`src/rtl/intc_pkg.sv`:
```
package intc_pkg;
    localparam int NUM_SRC = 10;
    localparam int DATA_W  = 32;
    localparam int ADDR_W  = 2;
    localparam int OVF_BIT = 31;

    typedef enum logic {
        SRC_IDLE = 1'b0,
        SRC_PEND = 1'b1
    } src_state_t;
endpackage

```
`src/rtl/intc_src_cell.sv`:
```
module intc_src_cell
    import intc_pkg::*;
(
    input  logic clk,
    input  logic rst_n,
    input  logic evt,
    input  logic clr,
    output logic pending,
    output logic rep_hit
);
    src_state_t state_q, state_d;

    always_ff @(posedge clk) begin
        if (!rst_n) state_q <= SRC_IDLE;
        else        state_q <= state_d;
    end

    always_comb begin
        state_d = state_q;
        unique case (state_q)
            SRC_IDLE: if (evt) state_d = SRC_PEND;
            SRC_PEND: if (clr && !evt) state_d = SRC_IDLE;
        endcase
    end

    always_comb begin
        pending = (state_q == SRC_PEND);
        rep_hit = (state_q == SRC_PEND) && evt && !clr;
    end

    // a pulse always leaves the cell pending
    a_r2_pulse_sets: assert property (@(posedge clk) disable iff (!rst_n)
        evt |=> pending);
    // a clear without a pulse empties the cell
    a_r3_clear_empties: assert property (@(posedge clk) disable iff (!rst_n)
        (clr && !evt) |=> !pending);
endmodule

```
`src/rtl/intc_regport.sv`:
```
module intc_regport
    import intc_pkg::*;
#(
    parameter int N   = NUM_SRC,
    parameter int DW  = DATA_W,
    parameter int AW  = ADDR_W,
    parameter int OVB = OVF_BIT
) (
    input  logic          clk,
    input  logic          rst_n,
    input  logic [AW-1:0] reg_addr,
    input  logic          reg_wr,
    input  logic          reg_rd,
    input  logic [DW-1:0] reg_wdata,
    input  logic [N-1:0]  pend_vec,
    input  logic          ovf,
    output logic [DW-1:0] reg_rdata,
    output logic [N-1:0]  en_vec,
    output logic          src_clr
);
    localparam logic [AW-1:0] SRC_ADDR = AW'(0);
    localparam logic [AW-1:0] EN_ADDR  = AW'(1);

    logic [N-1:0]  en_q;
    logic [DW-1:0] src_word, en_word;
    logic          unused_wbits;

    assign unused_wbits = ^reg_wdata[DW-1:N];

    always_ff @(posedge clk) begin
        if (!rst_n)                            en_q <= '0;
        else if (reg_wr && reg_addr == EN_ADDR) en_q <= reg_wdata[N-1:0];
    end

    always_comb begin
        src_word           = '0;
        src_word[N-1:0]    = pend_vec;
        src_word[OVB]      = ovf;
        en_word            = '0;
        en_word[N-1:0]     = en_q;
        reg_rdata          = '0;
        if (reg_rd) begin
            if (reg_addr == SRC_ADDR)     reg_rdata = src_word;
            else if (reg_addr == EN_ADDR) reg_rdata = en_word;
        end
        src_clr = reg_rd && (reg_addr == SRC_ADDR);
        en_vec  = en_q;
    end

    // writes to the source address leave the enable bits alone
    a_r8_src_write_ignored: assert property (@(posedge clk) disable iff (!rst_n)
        (reg_wr && reg_addr == SRC_ADDR) |=> $stable(en_q));
    // an enable write stores the low data bits
    a_r7_enable_stored: assert property (@(posedge clk) disable iff (!rst_n)
        (reg_wr && reg_addr == EN_ADDR) |=> (en_q == $past(reg_wdata[N-1:0])));
endmodule

```
`src/rtl/intc_sticky_top.sv`:
```
module intc_sticky_top
    import intc_pkg::*;
#(
    parameter int N   = NUM_SRC,
    parameter int DW  = DATA_W,
    parameter int AW  = ADDR_W,
    parameter int OVB = OVF_BIT
) (
    input  logic          clk,
    input  logic          rst_n,
    input  logic [N-1:0]  evt_pulse,
    input  logic [AW-1:0] reg_addr,
    input  logic          reg_wr,
    input  logic          reg_rd,
    input  logic [DW-1:0] reg_wdata,
    output logic [DW-1:0] reg_rdata,
    output logic          irq
);
    logic [N-1:0] pend_vec, rep_vec, en_vec;
    logic         src_clr, ovf_q;

    for (genvar i = 0; i < N; i++) begin : g_src
        intc_src_cell u_cell (
            .clk     (clk),
            .rst_n   (rst_n),
            .evt     (evt_pulse[i]),
            .clr     (src_clr),
            .pending (pend_vec[i]),
            .rep_hit (rep_vec[i])
        );
    end

    always_ff @(posedge clk) begin
        if (!rst_n)       ovf_q <= 1'b0;
        else if (|rep_vec) ovf_q <= 1'b1;
        else if (src_clr)  ovf_q <= 1'b0;
    end

    intc_regport #(.N(N), .DW(DW), .AW(AW), .OVB(OVB)) u_port (
        .clk       (clk),
        .rst_n     (rst_n),
        .reg_addr  (reg_addr),
        .reg_wr    (reg_wr),
        .reg_rd    (reg_rd),
        .reg_wdata (reg_wdata),
        .pend_vec  (pend_vec),
        .ovf       (ovf_q),
        .reg_rdata (reg_rdata),
        .en_vec    (en_vec),
        .src_clr   (src_clr)
    );

    assign irq = |(pend_vec & en_vec);

    // a repeat hit raises the debug flag
    a_r5_repeat_flags: assert property (@(posedge clk) disable iff (!rst_n)
        (|rep_vec) |=> ovf_q);
    // a read with no repeat hit drops the debug flag
    a_r3_flag_cleared: assert property (@(posedge clk) disable iff (!rst_n)
        (src_clr && !(|rep_vec)) |=> !ovf_q);
    // the debug flag alone never raises the interrupt
    a_r9_flag_no_irq: assert property (@(posedge clk) disable iff (!rst_n)
        (en_vec == '0) |-> !irq);
endmodule

```
`config.mk`:
```
export PLATFORM = sky130hd
export DESIGN_NAME = intc_sticky_top
export DESIGN_NICKNAME = d
export VERILOG_FILES = /design/src/rtl/intc_pkg.sv /design/src/rtl/intc_src_cell.sv /design/src/rtl/intc_regport.sv /design/src/rtl/intc_sticky_top.sv
export SDC_FILE = /design/constraint.sdc
export NUM_CORES = 1
export LEC_CHECK = 0
export ABC_AREA = 1
export BUFFER_PORTS_ARGS = -buffer_cell sky130_fd_sc_hd__clkbuf_2
export CAP_MARGIN = 20
export CORE_MARGIN = 4
export CORE_UTILIZATION = 45
export CTS_CLUSTER_DIAMETER = 200
export DETAILED_ROUTE_END_ITERATION = 12
export HOLD_SLACK_MARGIN = 0.03
export PLACE_DENSITY = 0.85
export SLEW_MARGIN = 10
export SYNTH_ARGS = -nofsm -noshare
export SYNTH_HDL_FRONTEND = slang
export SYNTH_SLANG_ARGS = --single-unit
```
`constraint.sdc`:
```
create_clock -name clk -period 1.1 [get_ports clk]
set_input_delay 0.165 -clock clk [delete_from_list [all_inputs] [get_ports clk]]
set_output_delay 0.165 -clock clk [all_outputs]
set_load 0.05 [all_outputs]
```
==> results by group, run 1 <==
Logic synthesis
  • Synth Area in XOR/XNOR: 0%
  • Post-synthesis compound-gate area fraction: 16.1%
  • Synth area leaders: dfxtp_1, buf_4, nand2_1, o21ai_2, nor2_1
  • Synth Area in Simple Gates: 27.5%
  • Mux cell area share after synthesis: 0%
  • Largest family of logic cells by synthesized area: simple AND/OR/NAND/NOR gates
  • Yosys reg bits: 21
  • Synth area leader: dfxtp_1
  • Avg Inst Size Synth: 6.91 um^2
  • Cells after synthesis: 177
  • Synth top area share: 34.4%
  • Synth Area in Adders: 0%
  • Post-Syn Area: 1220 um^2
  • Post-synthesis sequential area ratio: 34.4%
  • Netlist cell types: 21
  • Yosys warning count: 0

Finish
  • Final Util: 76.1%
  • Number of antenna diodes: 0
  • Filler cells: 177
  • Most frequent cells in the layout: nand2_1, clkbuf_2, nor2_1
  • Most common library cell in the layout ignoring fill and taps: nand2_1
  • Layout cells sized above 1: 57.7%
  • Layout area overhead: 58.4%
  • Net count, final: 283

Global routing
  • Antenna violations before repair: 0
  • Pin count of the biggest net entering global routing: 21
  • Total gr overflow: 0
  • Number of global-route vias before repair: 1275
  • First-pass GRT wire length: 5560 um
  • Gr usage total: 21.1%

STA
  • RSZ-0062 raised after global routing: yes
  • Final hold slack: 0.0506 ns
  • Fin crit period: 1.36 ns
  • FMAX: 736 MHz
  • Post-Route Setup TNS: -1.97 ns
  • Clk_skew: 0.00117 ns
  • Final Hold Fails: 0
  • Slew Viols, Final: 0
  • Setup violations, final: 11
  • Final worst slack: -0.258 ns
  • Fin crit share: 123%

Place
  • Pre-CTS setup slack: -0.0743 ns
  • # port buffers: 37
  • Post-DP HPWL: 2380 um
  • Gpl congestion: 0.888

Die
  • Die area: 3610 um^2
  • Ports: 81
  • Starting density of the core: 48.0%
  • Die Y: 60.1 um
  • Row count: 18
  • Die W: 60.1 um
  • Core Box Area: 2540 um^2

Power and ir drop
  • Worst IR Drop VDD: 1130 uV
  • Static leakage power: 0.000942 uW
  • Pwr Density: 1040 nW/um^2

Clock tree
  • CTS Buf Count: 3
  • CTS root buf: clkbuf_4
  • Clock latency at the later pin of the worst-skew pair: 0.32 ns
  • CTS tree: done
  • Clock buffer depth: 2
  • CTS Hold Buffers Added: 0
  • CTS HTree Levels: 1
  • Clock slew at reported path FFs: 0.12 ns
  • CTS sink cnt: 21

Setup path
  • Slowest cell on the critical path: dfxtp_2
  • CP max stage delay: 0.35 ns
  • Most frequent CP cell: nand2_2
  • Worst Setup Start Kind: flip-flop
  • Critical path type: flip-flop to output port
  • CP cell instances: nand2_2, nand3_2, a21oi_2, nand2_2, buf_8
  • Data required time at the worst endpoint: 0.94 ns
  • RR Startpoint: g_src[7].u_cell.pending$_SDFF_PN0_
  • CP arrival: 1.19 ns
  • Crit path from: g_src[6].u_cell.pending$_SDFF_PN0_
  • CP endpoint kind: output port
  • Worst Path Max Fanout: 3

Run status
  • Status: finished with violations
  • Violated checks: negative setup slack

Hold path
  • Hold Startpoint: evt_pulse[3]
  • Worst min-delay path category: primary input to flip-flop

Routing
  • Post-route ant nets: 0
  • WL final: 3770 um
  • Total number of vias: 1318
  • Starting DRC count in detailed routing: 40
  • Routed wire per std cell: 14.3 um
  • Drt via density: 4.99
  • Post-route DRC: 0
  • Drt first pass iters: 4

Job
  • Max Cap Viol: 0
[area by class of cell]
type                       instances  area, um^2  share of cell area (%)
multi-input combinational        132         788                    40.7
timing repair buffer              60         567                    29.3
sequential                        21         452                    23.3
inverter                          17        66.3                    3.42
tap                               30        37.5                    1.94
clock buffer                       4        26.3                    1.36
[flip-flops by register name, summed over array words and instances (netlist names)]
signal and cells:
g_src.u_cell.pending 10, u_port.en_vec 10, ovf_q 1
[critical path, delay by kind of cell, from the launching register on]
kind | cells | cell delay [ns]
and+or+nand+nor | 3 | 0.23
AOI/OAI and AO/OA | 1 | 0.13
buffers and inverters | 1 | 0.16
DFF | 1 | 0.35
[cells in the mapped netlist]
master and n:
inv_1 14, inv_2 3, dfxtp_1 21, clkbuf_2 1
nand2_1 37, buf_2 1, nor2_4 1, a21oi_1 1
buf_6 2, clkbuf_4 1, clkbuf_1 1, nor2_2 1
nor2_1 25, nand2_2 1, nand3_1 14, o21ai_2 11
conb_1 1, o21ai_0 10, o21ai_1 9, nand3_2 1
buf_4 21
[final timing paths]
check	cells after the start	slack, ns	to
worst max-delay path	5	-0.26	irq
worst min-delay path	3	0.05	g_src[3].u_cell.pending$_SDFF_PN0_
worst max register to register	6	0.18	ovf_q$_SDFFE_PN0P_
worst min register to register	2	0.53	g_src[8].u_cell.pending$_SDFF_PN0_
[logic make-up (layout without fill, tap and decap cells)]
family,count (synthesis),count (layout)
AOI/OAI and AO/OA,31,31
DFF,21,21
buffers and inverters,44,81
and+or+nand+nor,80,80
other,1,21
[stage by stage]
stage / area, um^2 / instances / total power [uW]
after floorplan: 1340 / 197 / 1360
after global placement: 1650 / 254 / 1490
after detailed placement: 1650 / 254 / 1500
after CTS: 1860 / 263 / 1930
after global routing: 1940 / 264 / 2090
final: 1940 / 264 / 2010
[routing by layer]
| metal | up-vias | GRT usage (%) | share of wire, % |
|---|---|---|---|
| met5 | - | 0 | 0 |
| met4 | 0 | 12.7 | 2.4 |
| met3 | 11 | 5.18 | 11 |
| met2 | 84 | 36.3 | 52 |
| met1 | 594 | 23.2 | 35 |
| li1 | 629 | - | - |
[report_power, final]
group	leakage (uW)	internal, uW	switching (uW)
Sequential	0.000181	829	54.6
Combinational	0.000747	252	484
Clock	0.0000150	142	252
Total	0.000942	1220	791
[what timing repair did]
item | CTS | global route
hold endpoints to repair | 0 | 0
gates resized for setup | 47 | 20
setup buffers | 5 | 1
setup endpoints to repair | 12 | 12
pin swaps | 16 | 7
(Power assumes the default switching activity.)
==> run 2, diff against run 1 <==
- CELL_PAD_IN_SITES_DETAIL_PLACEMENT: unset -> 1
- CELL_PAD_IN_SITES_GLOBAL_PLACEMENT: unset -> 2
- CORE_UTILIZATION: 45 -> 20
- PLACE_DENSITY: 0.85 -> unset
- PLACE_DENSITY_LB_ADDON: unset -> 0.1
- clock period: 1.1 -> 1.55 ns (I/O delays scaled with it)
==> run 2 against run 1 <==
Net effect:
- the run now ends clean
- utilization shrank 51 points
- non-clock buffer count shrank 18
- critical path depth is the same
- sequential share of layout area grew 5.0 points
- clock power shrank 4%
- sequential cell count is the same
- critical path type is now primary input to output port
- critical endpoint is now reg_rdata[0]
- largest cell class unchanged
- largest power group unchanged
- highest routed layer unchanged
==> results by group, run 2 (synthesized netlist as in run 1, its figures left out) <==
Setup path
  • Worst Path Max Fanout: 12 (+9)
  • CP cell instances: clkbuf_2, inv_2, nand3_2, o21ai_0, buf_2
  • RR Startpoint: g_src[5].u_cell.pending$_SDFF_PN0_
  • Worst Setup Start Kind: primary input
  • Worst r2r dst: ovf_q$_SDFFE_PN0P_
  • Delay-heaviest family, CP: buffers and inverters
  • Levels on crit path: 5 (unchanged)
  • Data required time at the worst endpoint: 1.32 ns (+0.38 ns)
  • Register-to-register setup slack: 0.69 ns (+0.51 ns)
  • Critical path type: primary input to output port
  • CP arrival: 1.23 ns (+0.04 ns)
  • FF-to-FF path depth: 6 (unchanged)
  • WP buf/inv: 3 (+2)
  • CP max stage delay: 0.29 ns (-0.06 ns)
  • CP endpoint kind: output port
  • Slowest cell on the critical path: buf_2

Power and ir drop
  • Worst IR Drop VDD: 324 uV (-71%)
  • Total power: 1380 uW (-32%)
  • Pwr Density: 929 nW/um^2 (-11%)
  • Static leakage power: 0.000763 uW (-19%)

STA
  • Clk_skew: 0.00160 ns (+0.000430 ns)
  • Fin crit share: 94.7%
  • Fin crit period: 1.47 ns
  • RSZ-0062 raised after global routing: yes
  • Slew Viols, Final: 0 (unchanged)
  • Final hold slack: 0.183 ns (+0.132 ns)
  • Final worst slack: 0.0829 ns (+0.341 ns)
  • Setup violations, final: 0 (-11)
  • Final Hold Fails: 0 (unchanged)
  • FMAX: 682 MHz

Place
  • Pre-CTS setup slack: -0.0258 ns (+0.0485 ns)
  • Gpl congestion: 0.719 (-19%)
  • # port buffers: 37 (unchanged)
  • Placed Cells incl. Taps: 287 (+13%)
  • Post-DP HPWL: 3000 um (+26%)

Hold path
  • Hold Startpoint: evt_pulse[5]
  • Hold Path Cell Cnt: 3 (unchanged)
  • Worst min-delay path category: primary input to flip-flop
  • Hold path endpoint: g_src[5].u_cell.pending$_SDFF_PN0_

Routing
  • Routed wire per std cell: 13.1 um (-8.4%)
  • Total number of vias: 1145 (-13%)
  • Drt first pass iters: 2 (-2)
  • Post-route DRC: 0 (unchanged)
  • Starting DRC count in detailed routing: 35 (-13%)
  • WL final: 3810 um (+1.0%)
  • Drt via density: 3.93 (-21%)
  • Post-route ant nets: 0 (unchanged)

Clock tree
  • CTS sink cnt: 21 (unchanged)
  • Setup Buffers After CTS: 0 (-5)
  • CTS tree: done
  • CTS Buf Count: 3 (unchanged)
  • Clock buffer depth: 2 (unchanged)
  • Clock latency at the later pin of the worst-skew pair: 0.26 ns (-0.06 ns)
  • Clock slew at reported path FFs: 0.08 ns (-0.04 ns)
  • CTS root buf: clkbuf_8
  • CTS HTree Levels: 1 (unchanged)

Job
  • Max Cap Viol: 0 (unchanged)

Die
  • Row count: 28 (+10)
  • Ports: 81 (unchanged)
  • Die Y: 86.2 um (+43%)
  • Starting density of the core: 20.6% (-27 points)
  • Core Box Area: 5920 um^2 (+130%)
  • Die W: 86.2 um (+43%)
  • Die area: 7430 um^2 (+110%)

Global routing
  • Antenna violations before repair: 0 (unchanged)
  • First-pass GRT wire length: 6330 um (+14%)
  • Number of global-route vias before repair: 1308 (+2.6%)
  • Total gr overflow: 0 (unchanged)
  • Pin count of the biggest net entering global routing: 21 (unchanged)
  • Gr usage total: 10.8% (-10 points)

Finish
  • Layout area overhead: 21.4%
  • Most common library cell in the layout ignoring fill and taps: nand2_1
  • Most frequent cells in the layout: nand2_1, clkbuf_2, nor2_1
  • Number of antenna diodes: 0 (unchanged)
  • Layout cells sized above 1: 29.6% (-28 points)
  • Final std cells w/o fill: 291 (+10%)
  • Net count, final: 265 (-6.4%)
  • Final Util: 25.1% (-51 points)

Run status
  • Status: complete, no violations
## run 2: repair_timing
action / in CTS / in global routing
hold buffers: 0 / 0
setup endpoints to repair: 1 / 10
gates resized for setup: 1 / 14
## run 2: metal layers
layer	wire length, um	global-route usage [%]	share of wire (%)	vias to the layer above
met2	1750	17.7	46	30
met3	206	2.57	5.4	2
met4	23	2.97	0.60	0
met5	0	0	0	-
met1	1820	14.3	48	520
li1	-	-	-	593
## run 2: worst reg2reg max path, delay by kind of cell (launching register included)
kind / cells / cell delay, ns
flip-flops: 1 / 0.33
buffers and inverters: 2 / 0.07
AND/OR/NAND/NOR: 4 / 0.37
## run 2: worst max-delay path by stage
stage	startpoint	to
2_1_floorplan	reg_addr[0]	reg_rdata[0]
3_3_place_gp	reg_addr[0]	reg_rdata[1]
3_5_place_dp	reg_addr[0]	reg_rdata[1]
4_1_cts	reg_addr[0]	reg_rdata[1]
5_1_grt	reg_addr[0]	reg_rdata[3]
6_report	reg_addr[0]	reg_rdata[0]
## run 2: stage by stage
stage,area [um^2],setup TNS (ns)
2_1_floorplan,1300,-3.18
3_3_place_gp,1430,0
3_5_place_dp,1430,-0.0258
4_1_cts,1480,0
5_1_grt,1480,-0.0216
6_report,1480,0
## run 2: cell type report
class                      count  area [um^2]
inverter                      17         63.8
tap                           75         93.8
clock buffer                   3         41.3
clock inverter                 1         7.51
timing repair buffer          42          245
sequential                    21          420
multi-input combinational    132          612
fill                         772         4440
## run 2: report_power, final
group          internal (uW)  total (uW)  switching, uW
combinational           94.7         388            293
clock                    182         378            197
sequential               580         612           31.8
